==> src/rtl/spi_regport_pkg.sv <==
package spi_regport_pkg;

  localparam logic [7:0] CMD_WRITE = 8'hD4;
  localparam logic [7:0] CMD_READ  = 8'hD5;

  typedef enum logic [1:0] {
    PH_CMD  = 2'd0,
    PH_SUB  = 2'd1,
    PH_DATA = 2'd2,
    PH_SKIP = 2'd3
  } phase_t;

endpackage

==> src/rtl/spi_regport_sync.sv <==
module spi_regport_sync #(
  parameter int          WIDTH   = 3,
  parameter int          STAGES  = 2,
  parameter logic [WIDTH-1:0] RST_VAL = '0
) (
  input  logic             clk,
  input  logic             rst,
  input  logic [WIDTH-1:0] din,
  output logic [WIDTH-1:0] dout,
  output logic [WIDTH-1:0] dout_prev
);

  localparam int CHAIN = STAGES + 1;

  for (genvar b = 0; b < WIDTH; b++) begin : g_bit
    logic [CHAIN-1:0] chain;
    always_ff @(posedge clk) begin
      if (rst) chain <= {CHAIN{RST_VAL[b]}};
      else     chain <= {chain[CHAIN-2:0], din[b]};
    end
    assign dout[b]      = chain[STAGES-1];
    assign dout_prev[b] = chain[STAGES];
  end

endmodule

==> src/rtl/spi_regport_ctrl.sv <==
module spi_regport_ctrl
  import spi_regport_pkg::*;
#(
  parameter int PTR_W = 8
) (
  input  logic             clk,
  input  logic             rst,
  input  logic             sel,
  input  logic             sclk_rise,
  input  logic             sclk_fall,
  input  logic             mosi_s,
  input  logic [7:0]       rd_byte,
  output logic [PTR_W-1:0] ptr,
  output logic             wr_en,
  output logic [7:0]       wr_data,
  output logic             miso,
  output logic             miso_oe
);

  localparam int BIT_W = 3;

  logic [BIT_W-1:0] bitcnt;
  logic [7:0]       rx_sr;
  logic [7:0]       rx_next;
  logic [7:0]       tx_sr;
  logic             rd_mode;
  logic             byte_done;
  phase_t           phase;

  assign rx_next   = {rx_sr[6:0], mosi_s};
  assign byte_done = sel && sclk_rise && (bitcnt == BIT_W'(7));
  assign wr_en     = byte_done && (phase == PH_DATA) && !rd_mode;
  assign wr_data   = rx_next;
  assign miso      = tx_sr[7];

  always_ff @(posedge clk) begin
    if (rst) begin
      ptr <= '0;
    end else if (byte_done) begin
      if (phase == PH_SUB)       ptr <= PTR_W'(rx_next);
      else if (phase == PH_DATA) ptr <= ptr + PTR_W'(1);
    end
  end

  always_ff @(posedge clk) begin
    if (rst || !sel) begin
      bitcnt  <= '0;
      rx_sr   <= '0;
      tx_sr   <= '0;
      rd_mode <= 1'b0;
      phase   <= PH_CMD;
      miso_oe <= 1'b0;
    end else begin
      miso_oe <= rd_mode;
      if (sclk_rise) begin
        rx_sr  <= rx_next;
        bitcnt <= bitcnt + BIT_W'(1);
        if (bitcnt == BIT_W'(7)) begin
          unique case (phase)
            PH_CMD: begin
              if (rx_next == CMD_READ) begin
                rd_mode <= 1'b1;
                phase   <= PH_SUB;
              end else if (rx_next == CMD_WRITE) begin
                rd_mode <= 1'b0;
                phase   <= PH_SUB;
              end else begin
                phase   <= PH_SKIP;
              end
            end
            PH_SUB:  phase <= PH_DATA;
            PH_DATA: phase <= PH_DATA;
            PH_SKIP: phase <= PH_SKIP;
          endcase
        end
      end
      if (sclk_fall && rd_mode && phase == PH_DATA) begin
        if (bitcnt == '0) tx_sr <= rd_byte;
        else              tx_sr <= {tx_sr[6:0], 1'b0};
      end
    end
  end

  p_bitcnt_wrap_r1: assert property (@(posedge clk) disable iff (rst)
    byte_done |=> (bitcnt == '0));

  p_ptr_step_r4: assert property (@(posedge clk) disable iff (rst)
    (byte_done && phase == PH_DATA) |=> (ptr == $past(ptr) + PTR_W'(1)));

  p_tx_hold_r3: assert property (@(posedge clk) disable iff (rst)
    (sel && !sclk_fall) |=> $stable(tx_sr));

  p_oe_needs_sel_r10: assert property (@(posedge clk) disable iff (rst)
    !$past(sel) |-> !miso_oe);

endmodule

==> src/rtl/spi_regport_regfile.sv <==
module spi_regport_regfile #(
  parameter int              NREG    = 16,
  parameter int              PTR_W   = 8,
  parameter logic [NREG-1:0] RO_MASK = '0,
  parameter logic [NREG-1:0] WO_MASK = '0
) (
  input  logic              clk,
  input  logic              rst,
  input  logic              wr_en,
  input  logic [PTR_W-1:0]  addr,
  input  logic [7:0]        wr_data,
  input  logic [NREG*8-1:0] hw_ro,
  output logic [7:0]        rd_byte,
  output logic [NREG*8-1:0] regs
);

  logic [NREG-1:0][7:0] mem;

  always_ff @(posedge clk) begin
    if (rst) begin
      mem <= '0;
    end else begin
      for (int i = 0; i < NREG; i++) begin
        if (RO_MASK[i])                           mem[i] <= hw_ro[i*8 +: 8];
        else if (wr_en && addr == PTR_W'(i))      mem[i] <= wr_data;
      end
    end
  end

  always_comb begin
    rd_byte = 8'h00;
    for (int i = 0; i < NREG; i++) begin
      if (addr == PTR_W'(i) && !WO_MASK[i]) rd_byte = mem[i];
    end
  end

  assign regs = mem;

  for (genvar g = 0; g < NREG; g++) begin : g_chk
    if (RO_MASK[g]) begin : g_ro
      p_ro_tracks_hw_r5: assert property (@(posedge clk) disable iff (rst)
        !$past(rst) |-> (mem[g] == $past(hw_ro[g*8 +: 8])));
    end else begin : g_rw
      p_hold_unless_written_r2: assert property (@(posedge clk) disable iff (rst)
        (!$past(rst) && !$past(wr_en && addr == PTR_W'(g))) |-> $stable(mem[g]));
    end
  end

endmodule

==> src/rtl/spi_regport.sv <==
module spi_regport #(
  parameter int              NREG    = 16,
  parameter logic [NREG-1:0] RO_MASK = 16'h0300,
  parameter logic [NREG-1:0] WO_MASK = 16'h0030,
  parameter int              SYNC_STAGES = 2
) (
  input  logic              clk,
  input  logic              rst,
  input  logic              spi_cs_n,
  input  logic              spi_sclk,
  input  logic              spi_mosi,
  output logic              spi_miso,
  output logic              spi_miso_oe,
  input  logic [NREG*8-1:0] hw_status,
  output logic [NREG*8-1:0] reg_q
);

  localparam int PTR_W = 8;

  logic [2:0]       pins_s;
  logic [2:0]       pins_p;
  logic             sel;
  logic             sclk_rise;
  logic             sclk_fall;
  logic [PTR_W-1:0] ptr;
  logic             wr_en;
  logic [7:0]       wr_data;
  logic [7:0]       rd_byte;

  spi_regport_sync #(
    .WIDTH   (3),
    .STAGES  (SYNC_STAGES),
    .RST_VAL (3'b001)
  ) u_sync (
    .clk       (clk),
    .rst       (rst),
    .din       ({spi_mosi, spi_sclk, spi_cs_n}),
    .dout      (pins_s),
    .dout_prev (pins_p)
  );

  assign sel       = !pins_s[0];
  assign sclk_rise =  pins_s[1] && !pins_p[1];
  assign sclk_fall = !pins_s[1] &&  pins_p[1];

  spi_regport_ctrl #(
    .PTR_W (PTR_W)
  ) u_ctrl (
    .clk       (clk),
    .rst       (rst),
    .sel       (sel),
    .sclk_rise (sclk_rise),
    .sclk_fall (sclk_fall),
    .mosi_s    (pins_s[2]),
    .rd_byte   (rd_byte),
    .ptr       (ptr),
    .wr_en     (wr_en),
    .wr_data   (wr_data),
    .miso      (spi_miso),
    .miso_oe   (spi_miso_oe)
  );

  spi_regport_regfile #(
    .NREG    (NREG),
    .PTR_W   (PTR_W),
    .RO_MASK (RO_MASK),
    .WO_MASK (WO_MASK)
  ) u_regs (
    .clk     (clk),
    .rst     (rst),
    .wr_en   (wr_en),
    .addr    (ptr),
    .wr_data (wr_data),
    .hw_ro   (hw_status),
    .rd_byte (rd_byte),
    .regs    (reg_q)
  );

endmodule

==> config.mk <==
export PLATFORM = sky130hd
export DESIGN_NAME = spi_regport
export DESIGN_NICKNAME = d
export VERILOG_FILES = /design/src/rtl/spi_regport_pkg.sv /design/src/rtl/spi_regport_sync.sv /design/src/rtl/spi_regport_ctrl.sv /design/src/rtl/spi_regport_regfile.sv /design/src/rtl/spi_regport.sv
export SDC_FILE = /design/constraint.sdc
export NUM_CORES = 1
export LEC_CHECK = 0
export BUFFER_PORTS_ARGS = -buffer_cell sky130_fd_sc_hd__buf_2
export CORE_MARGIN = 4
export CORE_UTILIZATION = 48
export CTS_CLUSTER_SIZE = 14
export DETAILED_ROUTE_END_ITERATION = 16
export MAX_ROUTING_LAYER = met4
export PLACE_DENSITY = 0.85
export SYNTH_ARGS = -nofsm -noshare
export SYNTH_HDL_FRONTEND = slang
export SYNTH_SLANG_ARGS = --single-unit
==> constraint.sdc <==
create_clock -name clk -period 2.4 [get_ports clk]
set_clock_uncertainty 0.1 [all_clocks]
set_input_delay 0.12 -clock clk [delete_from_list [all_inputs] [get_ports clk]]
set_output_delay 0.12 -clock clk [all_outputs]
set_load 0.02 [all_outputs]
==> summary by stage <==
Placed design
Including well taps, the total number of placed cells is 1290. The weighted congestion reported at the end of routability-driven placement is roughly 0.99. The HPWL after detailed placement is 18.0 mm.

The number of I/O port buffers is 150. The standard cell area after detailed placement is approximately 9000 µm². OpenSTA, run right after detailed placement, puts the worst setup slack at about 0.087 ns.

Drt
Once detail routing completed, the nets flagged for antenna violations numbered 0. The detailed router finished its first iteration with 1327 violations. The pre-antenna-repair detailed-routing pass consisted of 6 iterations. Using the TritonRoute via totals, the vias-per-cell ratio works out to ~6.0. The average routed wire per standard cell is 20.1 µm. For this block, the via count after detailed routing is 8064. The routed design has between 20 and 30 mm of wire.

The remaining routing DRC violations is 0.

Logic synthesis
The compound-gate portion of the synthesized area is 22.0%. Yosys mapped the design onto 64 distinct sky130hd cell types. The multiplexer fraction of the synthesized cell area is under 10%. The area share of the largest cell type after synthesis is 42.5%.

Averaged over all synthesized cells, the footprint is 8.23 µm². By count the netlist is led by dfxtp_1 (165), nand2_1 (128), a21oi_1 (122). The synthesized-area fraction occupied by adder cells is 1.61%. The number of nets produced by synthesis is between 1000 and 1500. Summing the areas of all and, or, nand and nor instances in the mapped netlist gives 20.2% of the synthesized area. The library cell occupying the most area in the post-synthesis netlist is dfxtp_1. The number of enable-type register cells in the synthesized netlist is 0. In the post-synthesis netlist, the cell with the most instances is dfxtp_1. Sorting the synthesized cells by area gives the leading types as dfxtp_1 (42%), a21oi_1 (7.9%), mux2i_1 (7.7%). The total number of yosys warnings is 0. Synthesis inferred 165 register bits.

By area, the combinational part of the netlist is dominated by compound AO/OA/AOI/OAI gates. Synthesis produced a netlist whose cell count is around 950. The post-synthesis instance area is 7770 µm².

In the synthesized netlist the dominant register cell turns out to be dfxtp_1. Sequential cells were found to cover 42.5% of the synthesized design area. The async set-or-reset flop fraction in the synthesized netlist is 0%.

Summing the areas of all xor and xnor instances in the mapped netlist gives 0.113% of the synthesized area.

Timing
The worst path uses between 90% and 100% of the clock period. The worst slew margin relative to its limit is 47.1%. The final worst-path setup slack is 0.0330 ns. The maximum frequency from static timing analysis is 422 MHz. Setup violations remaining at the end of the flow were counted as 0. The time the worst path needs with I/O delays and setup is 2.37 ns. The max-slew violation total from the final report was 0. Setup repair after global routing could not meet its margin everywhere. The sum of negative setup slack is 0 ns. Across all hold checks on the routed design, the worst slack comes to a little over 0.3 ns. The number of hold violations in the final report is 0. The actual slew at the worst max-slew pin is 0.793 ns.

Worst setup path
The arrival time of data at the critical path endpoint is 2.61 ns. Traced cell by cell, the critical path runs through inv_1 -> ha_1 -> nand3b_1 -> a221o_1 -> a2111oi_4 -> buf_4 -> o221ai_1 -> a211oi_1. The nature of the critical path endpoint is a flip-flop. The critical path starts at u_ctrl.ptr[1].

The kind of launch point of the worst setup path is a flip-flop. The number of cells on the worst reg-to-reg path is 8. The worst register-to-register path begins at u_ctrl.ptr[1]. By startpoint and endpoint, the worst setup path is classified as reg2reg.

The master of the slowest instance on the critical path is a2111oi_4. Of all nets on the critical path, the largest fanout is 5. The delay contributed by the slowest stage of the critical path is 0.35 ns.

In this run the register-to-register setup slack is 0.03 ns. The data required time of the worst path is around 2.7 ns.

Global routing
The wire length of the first global-routing pass is 41.8 mm. The global routing usage summed across all routing layers is 29.8%. The aggregate global routing overflow is 0. The initial antenna violation count is 0. Entering global routing, the biggest net connects roughly 140 pins. The number of global-route vias before repair is 7552.

Die
The floorplan step defined a die boundary enclosing 18300 µm². In this run the core area contains 46 standard-cell rows. The initial core utilization is 48.9%.

The width of the chip is roughly 140 µm. In this run the count of I/O pins placed on the die edge is 263. The total core area is around 16000 µm². The die is 135 µm tall.

Layout
Counting the fill cells in the layout gives between 1000 and 1500. The area added between synthesis and finish is 28.5%. The post-layout instance count excluding filler cells is 1344. For this run, the post-layout net count is 1259. 0 antenna diodes ended up in the layout. In the final layout, the share of cells above drive strength 1 is 25.5%. The finished cells cover about 10000 µm². The utilization of the core after routing is 62.9%.

Worst hold path
The path type of the worst min-delay path is reg2reg. The worst hold path begins at u_sync.g_bit[0].chain[0]. The count of cells along the worst hold path is 1.

Clock tree
The clock passes through at most 2 buffers. TritonCTS built the clock tree. The level count of the clock H-tree is 4. The number of buffers inserted during clock tree synthesis is 17.

The latest clock arrival within the worst-skew pair is around 0.44 ns. Clock-pin slew was measured on the worst setup and hold paths at about 0.08 ns. The root buffer selected by CTS is clkbuf_16. The sink count of the clock tree is 165.

Pwr
Summed over all cells, the static leakage comes to 3.88 nW. The power density of the placed cells is between 500 and 600 nW/µm². VDD sags by at most around 0.00048 V.

The overall power after layout is between 5 and 6 mW.

Run
The number of maximum-capacitance constraint violations is 0.

Status
The flow ran to the end, and the final reports show no timing, DRC or antenna violations.
[cells by family after synthesis]
logic type	count (synthesis)
flops	165
xor+xnor	1
buf+inv	103
mux	64
compound gates	285
simple gates	317
fa+ha+maj	10
[state kept, by name (all words and copies together) (netlist names)]
register and count:
u_ctrl.bitcnt 3, u_ctrl.miso_oe 1, u_ctrl.phase 2, u_ctrl.ptr 8, u_ctrl.rd_mode 1, u_ctrl.rx_sr 7
u_ctrl.tx_sr 8, u_regs.regs 128, u_sync.g_bit.chain 7
[per-layer routing]
| metal | routed length [µm] | GRT usage (%) | share of wire [%] |
|---|---|---|---|
| met1 | 11000 | 39.1 | 41 |
| met4 | 1140 | 11.3 | 4.2 |
| met2 | 12100 | 45.6 | 45 |
| met3 | 2820 | 5.98 | 10 |
| met5 | 0 | - | 0 |
[report_power, final]
group | switching, mW | internal (mW) | total [mW] | leakage [nW]
combinational | 0.0922 | 0.0652 | 0.157 | 2.25
sequential | 0.0147 | 2.76 | 2.77 | 1.33
clock | 1.19 | 1.79 | 2.98 | 0.303
total | 1.30 | 4.61 | 5.91 | 3.88
[repair_timing]
action                                  in CTS  in global routing
endpoints found under the hold margin       20                  0
pin swaps                                    0                  3
resized for setup                            1                 12
hold buffers                                20                  0
endpoints found under the setup margin       1                 61
buffers inserted                             0                  3
[worst paths after layout]
kind	end
max	u_ctrl.tx_sr[5]
min	u_sync.g_bit[0].chain[1]
max reg2reg	u_ctrl.tx_sr[5]
min reg2reg	u_sync.g_bit[0].chain[1]
[placed cells by master (no fill, tap or decap), types with 3 or more instances in the layout]
master,count
a2111o_1,4
a211oi_1,9
a21oi_1,122
a21oi_2,4
a2bb2oi_1,5
a311oi_1,3
a31o_2,3
a31oi_1,6
a32oi_1,3
and2_1,5
buf_12,11
buf_2,149
buf_4,54
bufinv_16,4
clkbuf_16,17
dfxtp_1,165
dlygate4sd3_1,20
ha_1,9
inv_1,19
inv_6,4
mux2_2,4
mux2i_1,60
nand2_1,128
nand2b_1,13
nand3_1,10
nand3b_1,7
nor2_1,76
nor2_2,3
nor2_4,4
nor2b_1,31
nor3_1,5
nor3_4,6
nor3b_1,7
o2111ai_1,5
o21ai_0,74
o22ai_1,11
o31ai_1,13
or2_2,4
[critical path: cells and delay by family, from the launching register on]
kind / cells / cell delay (ns)
AOI/OAI and AO/OA: 4 / 1.10
and+or+nand+nor: 1 / 0.20
adders and majority gates: 1 / 0.28
buffers and inverters: 2 / 0.26
DFF: 1 / 0.33
[layout make-up]
type | count | area [µm²] | area share (%)
Sequential cell | 165 | 3300 | 33.1
Timing Repair Buffer | 236 | 1590 | 16.0
Inverter | 19 | 71.3 | 0.714
Multi-Input combinational cell | 677 | 4120 | 41.2
Tap cell | 216 | 270 | 2.71
Clock inverter | 12 | 190 | 1.90
Clock buffer | 19 | 443 | 4.43
Note: power is estimated with default switching activity, not from simulation.
